[src/rtl/mrc_pkg.sv]
package mrc_pkg;

    // Edge events seen on the synchronised host strobes
    typedef struct packed {
        logic rc_fall;
        logic rc_rise;
        logic we_rise;
        logic oe_fall;
        logic oe_rise;
    } strobe_ev_t;

    // Synchronised strobe levels, all active low
    typedef struct packed {
        logic rc;
        logic we;
        logic oe;
    } strobe_lvl_t;

endpackage

[src/rtl/mrc_sync.sv]
module mrc_sync #(
    parameter int W      = 3,
    parameter int STAGES = 2
) (
    input  logic         clk,
    input  logic         rst_n,
    input  logic [W-1:0] async_in,
    output logic [W-1:0] sync_out
);
    // Each bit gets its own chain; reset to 1 (strobes idle high)
    for (genvar b = 0; b < W; b++) begin : g_bit
        logic [STAGES-1:0] chain_d;
        logic [STAGES-1:0] chain_q;

        always_comb begin
            chain_d = {chain_q[STAGES-2:0], async_in[b]};
        end

        always_ff @(posedge clk or negedge rst_n) begin
            if (!rst_n) begin
                chain_q <= '1;
            end else begin
                chain_q <= chain_d;
            end
        end

        assign sync_out[b] = chain_q[STAGES-1];
    end
endmodule

[src/rtl/mrc_edge.sv]
module mrc_edge
    import mrc_pkg::*;
(
    input  logic        clk,
    input  logic        rst_n,
    input  strobe_lvl_t lvl,
    output strobe_ev_t  ev
);
    typedef struct packed {
        strobe_lvl_t prev;
    } edge_st_t;

    edge_st_t st_d;
    edge_st_t st_q;

    always_comb begin
        st_d      = st_q;
        st_d.prev = lvl;

        ev         = '0;
        ev.rc_fall = st_q.prev.rc & ~lvl.rc;
        ev.rc_rise = ~st_q.prev.rc & lvl.rc;
        ev.we_rise = ~st_q.prev.we & lvl.we;
        ev.oe_fall = st_q.prev.oe & ~lvl.oe;
        ev.oe_rise = ~st_q.prev.oe & lvl.oe;
    end

    always_ff @(posedge clk or negedge rst_n) begin
        if (!rst_n) begin
            st_q <= '{prev: '{rc: 1'b1, we: 1'b1, oe: 1'b1}};
        end else begin
            st_q <= st_d;
        end
    end
endmodule

[src/rtl/mrc_addr_asm.sv]
module mrc_addr_asm
    import mrc_pkg::*;
#(
    parameter int ROW_W = 11,
    parameter int COL_W = 7,
    localparam int ADDR_W = ROW_W + COL_W
) (
    input  logic              clk,
    input  logic              rst_n,
    input  strobe_ev_t        ev,
    input  logic [ROW_W-1:0]  addr_in,
    output logic [ADDR_W-1:0] addr
);
    typedef struct packed {
        logic [COL_W-1:0] col;
        logic [ROW_W-1:0] row;
    } asm_st_t;

    asm_st_t st_d;
    asm_st_t st_q;

    always_comb begin
        st_d = st_q;
        if (ev.rc_fall) begin
            st_d.row = addr_in;
        end
        if (ev.rc_rise) begin
            st_d.col = addr_in[COL_W-1:0];
        end
    end

    always_ff @(posedge clk or negedge rst_n) begin
        if (!rst_n) begin
            st_q <= '0;
        end else begin
            st_q <= st_d;
        end
    end

    assign addr = {st_q.col, st_q.row};
endmodule

[src/rtl/mrc_port.sv]
module mrc_port
    import mrc_pkg::*;
#(
    parameter int ROW_W       = 11,
    parameter int COL_W       = 7,
    parameter int DATA_W      = 8,
    parameter int BUSY_BIT    = 7,
    parameter int SYNC_STAGES = 2,
    localparam int ADDR_W     = ROW_W + COL_W
) (
    input  logic              clk,
    input  logic              rst_n,
    input  logic [ROW_W-1:0]  addr_in,
    input  logic              rc_n,
    input  logic              oe_n,
    input  logic              we_n,
    input  logic [DATA_W-1:0] dq_in,
    output logic [DATA_W-1:0] dq_out,
    output logic              dq_oe,
    output logic              ry_by,
    input  logic [DATA_W-1:0] status_in,
    output logic              mem_rd_req,
    output logic              mem_wr_req,
    output logic [ADDR_W-1:0] mem_addr,
    output logic [DATA_W-1:0] mem_wdata,
    input  logic [DATA_W-1:0] mem_rdata
);
    typedef struct packed {
        logic              wr_req;
        logic              rd_req;
        logic              rd_wait;
        logic              drive;
        logic [ADDR_W-1:0] addr;
        logic [DATA_W-1:0] wdata;
        logic [DATA_W-1:0] rdata;
    } port_st_t;

    strobe_lvl_t       lvl;
    strobe_ev_t        ev;
    logic [ADDR_W-1:0] asm_addr;
    logic              ready;
    port_st_t          st_d;
    port_st_t          st_q;

    mrc_sync #(
        .W      (3),
        .STAGES (SYNC_STAGES)
    ) u_sync (
        .clk      (clk),
        .rst_n    (rst_n),
        .async_in ({rc_n, we_n, oe_n}),
        .sync_out ({lvl.rc, lvl.we, lvl.oe})
    );

    mrc_edge u_edge (
        .clk   (clk),
        .rst_n (rst_n),
        .lvl   (lvl),
        .ev    (ev)
    );

    mrc_addr_asm #(
        .ROW_W (ROW_W),
        .COL_W (COL_W)
    ) u_asm (
        .clk     (clk),
        .rst_n   (rst_n),
        .ev      (ev),
        .addr_in (addr_in),
        .addr    (asm_addr)
    );

    assign ready = status_in[BUSY_BIT];

    always_comb begin
        st_d         = st_q;
        st_d.wr_req  = 1'b0;
        st_d.rd_req  = 1'b0;
        st_d.rd_wait = st_q.rd_req;

        // Host released the bus: stop driving
        if (ev.oe_rise) begin
            st_d.drive = 1'b0;
        end

        if (ev.we_rise) begin
            if (ready) begin
                st_d.wr_req = 1'b1;
                st_d.addr   = asm_addr;
                st_d.wdata  = dq_in;
            end
        end else if (ev.oe_fall) begin
            st_d.drive = 1'b0;
            if (ready) begin
                st_d.rd_req = 1'b1;
                st_d.addr   = asm_addr;
            end else begin
                st_d.rdata = status_in;
                st_d.drive = 1'b1;
            end
        end

        // Array byte arrives one cycle after the request
        if (st_q.rd_wait && !lvl.oe) begin
            st_d.rdata = mem_rdata;
            st_d.drive = 1'b1;
        end
    end

    always_ff @(posedge clk or negedge rst_n) begin
        if (!rst_n) begin
            st_q <= '0;
        end else begin
            st_q <= st_d;
        end
    end

    assign mem_wr_req = st_q.wr_req;
    assign mem_rd_req = st_q.rd_req;
    assign mem_addr   = st_q.addr;
    assign mem_wdata  = st_q.wdata;
    assign dq_out     = st_q.rdata;
    // The raw pin gates the pads so release needs no clock
    assign dq_oe      = st_q.drive & ~oe_n;
    assign ry_by      = ready;
endmodule

[config.mk]
export PLATFORM = sky130hd
export DESIGN_NAME = mrc_port
export DESIGN_NICKNAME = d
export VERILOG_FILES = /design/src/rtl/mrc_pkg.sv /design/src/rtl/mrc_sync.sv /design/src/rtl/mrc_edge.sv /design/src/rtl/mrc_addr_asm.sv /design/src/rtl/mrc_port.sv
export SDC_FILE = /design/constraint.sdc
export NUM_CORES = 1
export LEC_CHECK = 0
export CAP_MARGIN = 10
export CORE_MARGIN = 3
export CORE_UTILIZATION = 40
export DETAILED_ROUTE_END_ITERATION = 8
export MAX_ROUTING_LAYER = met4
export PLACE_DENSITY_LB_ADDON = 0.3
export SYNTH_ARGS = -nofsm -noshare
export SYNTH_HDL_FRONTEND = slang
export SYNTH_SLANG_ARGS = --single-unit
[constraint.sdc]
create_clock -name clk -period 1.4 [get_ports clk]
set_clock_uncertainty 0.05 [all_clocks]
set_input_delay 0.28 -clock clk [delete_from_list [all_inputs] [get_ports clk]]
set_output_delay 0.28 -clock clk [all_outputs]
set_load 0.005 [all_outputs]
==> impl_metrics.toml <==
[detailed_routing]
routed_via_density = 4.75
drt_pre_antenna_iters = 4
total_via_count_after_detailed_routing = 1846
drt_wl_total_mm = 5.65
drt_iter0_markers = 56
ant_nets = 0
drcViolationCount = 0
routedWlPerCell_um = 14.5

[clocking]
cts_inserted_buffers = 9
max-clock-path-buffers = 2
cts_root_buf = "sky130_fd_sc_hd__clkbuf_8"
cts_max_level = 3
clk-insertion-delay-late_ps = 330
tritoncts = "built"
cts_num_sinks = 65
worst_setup_hold_path_clk_slew_ps = 70

[yosys]
synth.cell_area_sq_um = 2840
yosys-top-cells-count = "sky130_fd_sc_hd__dfrtp_1 (56), sky130_fd_sc_hd__buf_4 (35), sky130_fd_sc_hd__mux2_2 (34)"
synth_fp_nets = 248
leading_area_contributor_after_synthesis = "sky130_fd_sc_hd__dfrtp_1"
post_synth_inst_count = 208
synth.ff_latch_count = 65
synthDistinctLibCells = 23
yosysWarnings = 0
number_of_enable_type_register_cells_in_the_synthesized_netlist = 0
ys_dominant_reg_cell = "sky130_fd_sc_hd__dfrtp_1"
dominant_cell_by_count_in_the_synthesized_netlist = "sky130_fd_sc_hd__dfrtp_1"
synthesis.area_per_instance_sq_um = 13.6
synth_sequential_area_ratio_pct = 57.7
synth_area_leaders = "sky130_fd_sc_hd__dfrtp_1 (49%), sky130_fd_sc_hd__mux2_2 (13%), sky130_fd_sc_hd__buf_4 (9.3%), sky130_fd_sc_hd__dfstp_2 (8.3%), sky130_fd_sc_hd__mux2_4 (5.3%)"
synth_top_cell_area_share_pct = 49.4
async_flop_share_pct = 100

[run_status]
failed_checks = "setup timing"
outcome = "finished with violations"

[critical_path]
startpoint_type = "register"
cp_data_required_time_ps = 1560
timing.critical_path.slowest_stage_cell = "sky130_fd_sc_hd__dfstp_2"
regToRegStartpoint = "u_edge.st_q[1]"
worst_reg_to_reg_path_cell_count = 4
cp_cell_sequence = "nor2b_4 -> o21ai_4 -> buf_12 -> mux2_2"
setup.worst_path.class = "reg -> reg"
r2r_end = "mem_addr[13]"
max_stage_delay_ps = 550
worstPathArrival_ps = 1630
critical_path.max_fanout = 18
worst-r2r-setup-slack_ps = -70
critical_path.endpoint_type = "register"

[global_route]
grt_total_usage_pct = 14.5
grt_overflow_total = 0
grt_pass1_wl_mm = 9.10
antenna_found_initial = 0
grt_start_max_net_pins = 66
vias_in_the_first_global_route = 1898

[sta]
shortest_clock_period_the_worst_path_allows_after_layout_ps = 1470
final_min_period_over_clock_period_pct = 105
report.final.hold_viol_count = 0
clock.fmax_mhz = 680
finalMaxSlewViolations = 0
fin_hold_ws_ps = 300
grt_setup_unrepaired = "yes"
finalSetupViolations = 18
final.setup.worst_slack_ps = -70.7
timing_worst_slew_pin_value_ps = 344
timing.max_slew.rel_slack_pct = 77.0

[placement]
placement.setup.worst_slack_ps = -530
place.detailed.hpwl_mm = 3.63
port_buffers = 77
gpl.final_weighted_congestion = 0.727

[floorplan]
fp.dieArea_sq_um = 8140
floorplan.initialDensity_pct = 41.5
die-height_um = 90.2
fp.dieW_um = 90.2
core-area_sq_um = 6830
row_count = 30
i_o_pin_count = 78

[finish]
layout-drive-gt1-share_pct = 41.6
utilization_pct = 58.2
num-nets-final = 328
area_delta_synth_final_pct = 40.2
n_antenna_cell = 0

[run]
maxCapViolCount = 0

[pwr]
ir_drop_mv = 0.620
total_power_mw = 5.01
leakagePower_nw = 1.83
power_density_nw_per_um2 = 1260

[worst_hold_path]
hold_depth = 1
timing.hold.worst_endpoint = "u_sync.g_bit[2].chain_q[0]"
min_path_type = "in -> reg"
hold_path.startpoint = "rc_n"
-- placed cells by master (no fill, tap or decap) --
master / count
sky130_fd_sc_hd__dfrtp_1: 56
sky130_fd_sc_hd__dlygate4sd2_1: 38
sky130_fd_sc_hd__clkdlybuf4s50_1: 37
sky130_fd_sc_hd__mux2_2: 31
sky130_fd_sc_hd__buf_4: 20
sky130_fd_sc_hd__mux2_4: 13
sky130_fd_sc_hd__clkbuf_8: 11
sky130_fd_sc_hd__dfstp_2: 9
sky130_fd_sc_hd__and4_1: 8
sky130_fd_sc_hd__buf_6: 8
sky130_fd_sc_hd__nor2_1: 7
sky130_fd_sc_hd__a211oi_1: 7
sky130_fd_sc_hd__o22ai_2: 6
sky130_fd_sc_hd__nor2b_4: 4
sky130_fd_sc_hd__clkinvlp_4: 4
sky130_fd_sc_hd__nor3_2: 4
sky130_fd_sc_hd__nor3_1: 3
sky130_fd_sc_hd__buf_12: 3
sky130_fd_sc_hd__nand2_1: 2
sky130_fd_sc_hd__inv_1: 2
sky130_fd_sc_hd__o21ai_1: 2
sky130_fd_sc_hd__o22ai_1: 2
sky130_fd_sc_hd__nor2b_2: 2
sky130_fd_sc_hd__clkinv_2: 2
sky130_fd_sc_hd__clkbuf_1: 2
sky130_fd_sc_hd__buf_2: 2
sky130_fd_sc_hd__nand2b_1: 1
sky130_fd_sc_hd__a21oi_2: 1
sky130_fd_sc_hd__and3_1: 1
sky130_fd_sc_hd__nor2b_1: 1
sky130_fd_sc_hd__nand2b_4: 1
sky130_fd_sc_hd__a21o_1: 1
sky130_fd_sc_hd__o21ai_4: 1
sky130_fd_sc_hd__dlygate4sd3_1: 1
-- what timing repair did --
action	in CTS	in global routing
hold endpoints to repair	56	0
resized for setup	53	24
buffers inserted	15	3
endpoints found under the setup margin	76	47
gates cloned	1	2
hold buffers	1	0
pin swaps	0	9
-- registers in the layout (all words and copies together) (netlist names) --
name / count
mem_addr: 18
mem_wdata: 8
u_asm.addr: 18
mem_wr_req: 1
st_q: 2
u_sync.g_bit.chain_q: 6
dq_out: 8
u_edge.st_q: 3
mem_rd_req: 1
-- worst max-delay path by stage --
stage,cells after the start,slack (ps),endpoint,from
floorplan,4,-100,mem_addr[0],u_sync.g_bit[0].chain_q[1]
finish,4,-70,mem_addr[13],u_edge.st_q[1]
global placement,4,-470,dq_out[7],status_in[7]
CTS,4,-80,mem_addr[10],u_edge.st_q[1]
global route,4,-110,mem_addr[12],u_edge.st_q[1]
detailed placement,4,-530,dq_out[7],status_in[7]
-- where the power goes --
| part | switching (mW) | total [mW] | internal (mW) |
|---|---|---|---|
| clock network | 0.684 | 1.42 | 0.735 |
| registers | 0.156 | 2.37 | 2.21 |
| logic | 0.404 | 1.22 | 0.820 |
-- area by class of cell --
cell class / instances / area [sq um]
Fill cell: 599 / 2850
Sequential cell: 65 / 1640
Timing Repair Buffer: 109 / 1020
Multi-Input combinational cell: 98 / 991
Clock buffer: 13 / 159
Tap cell: 96 / 120
Clock inverter: 3 / 17.5
Inverter: 3 / 15.0
Timing Repair inverter: 2 / 15.0
-- metrics by stage --
step                area (sq um)  std cells  TNS [ps]
finish                      3980        389      -791
global route                3980        389     -1640
CTS                         3840        384      -931
detailed placement          3540        351    -11340
global placement            3540        351    -10280
floorplan                   2840        208     -1040
-- kinds of logic (layout without fill, tap and decap cells) --
| kind of cell | count (synthesis) | in the layout | synth area share, % |
|---|---|---|---|
| and+or+nand+nor | 33 | 34 | 7.05 |
| muxes | 44 | 44 | 18.8 |
| AOI/OAI and AO/OA | 20 | 20 | 4.98 |
| buffers and inverters | 46 | 130 | 11.5 |
| DFF | 65 | 65 | 57.7 |
-- per-layer routing --
metal	track usage, %	vias to the layer above	share of wire, %
met4	7.65	0	1.6
met1	18.1	928	44
met5	-	-	0
met2	22.3	46	50
li1	-	864	-
met3	3.01	8	4.0
-- critical path: cells and delay by family, from the launching register on --
kind / cells / cell delay (ps)
AOI/OAI and AO/OA: 1 / 160
buffers and inverters: 1 / 200
DFF: 1 / 550
muxes: 1 / 350
and+or+nand+nor: 1 / 50
(Power assumes the default switching activity.)
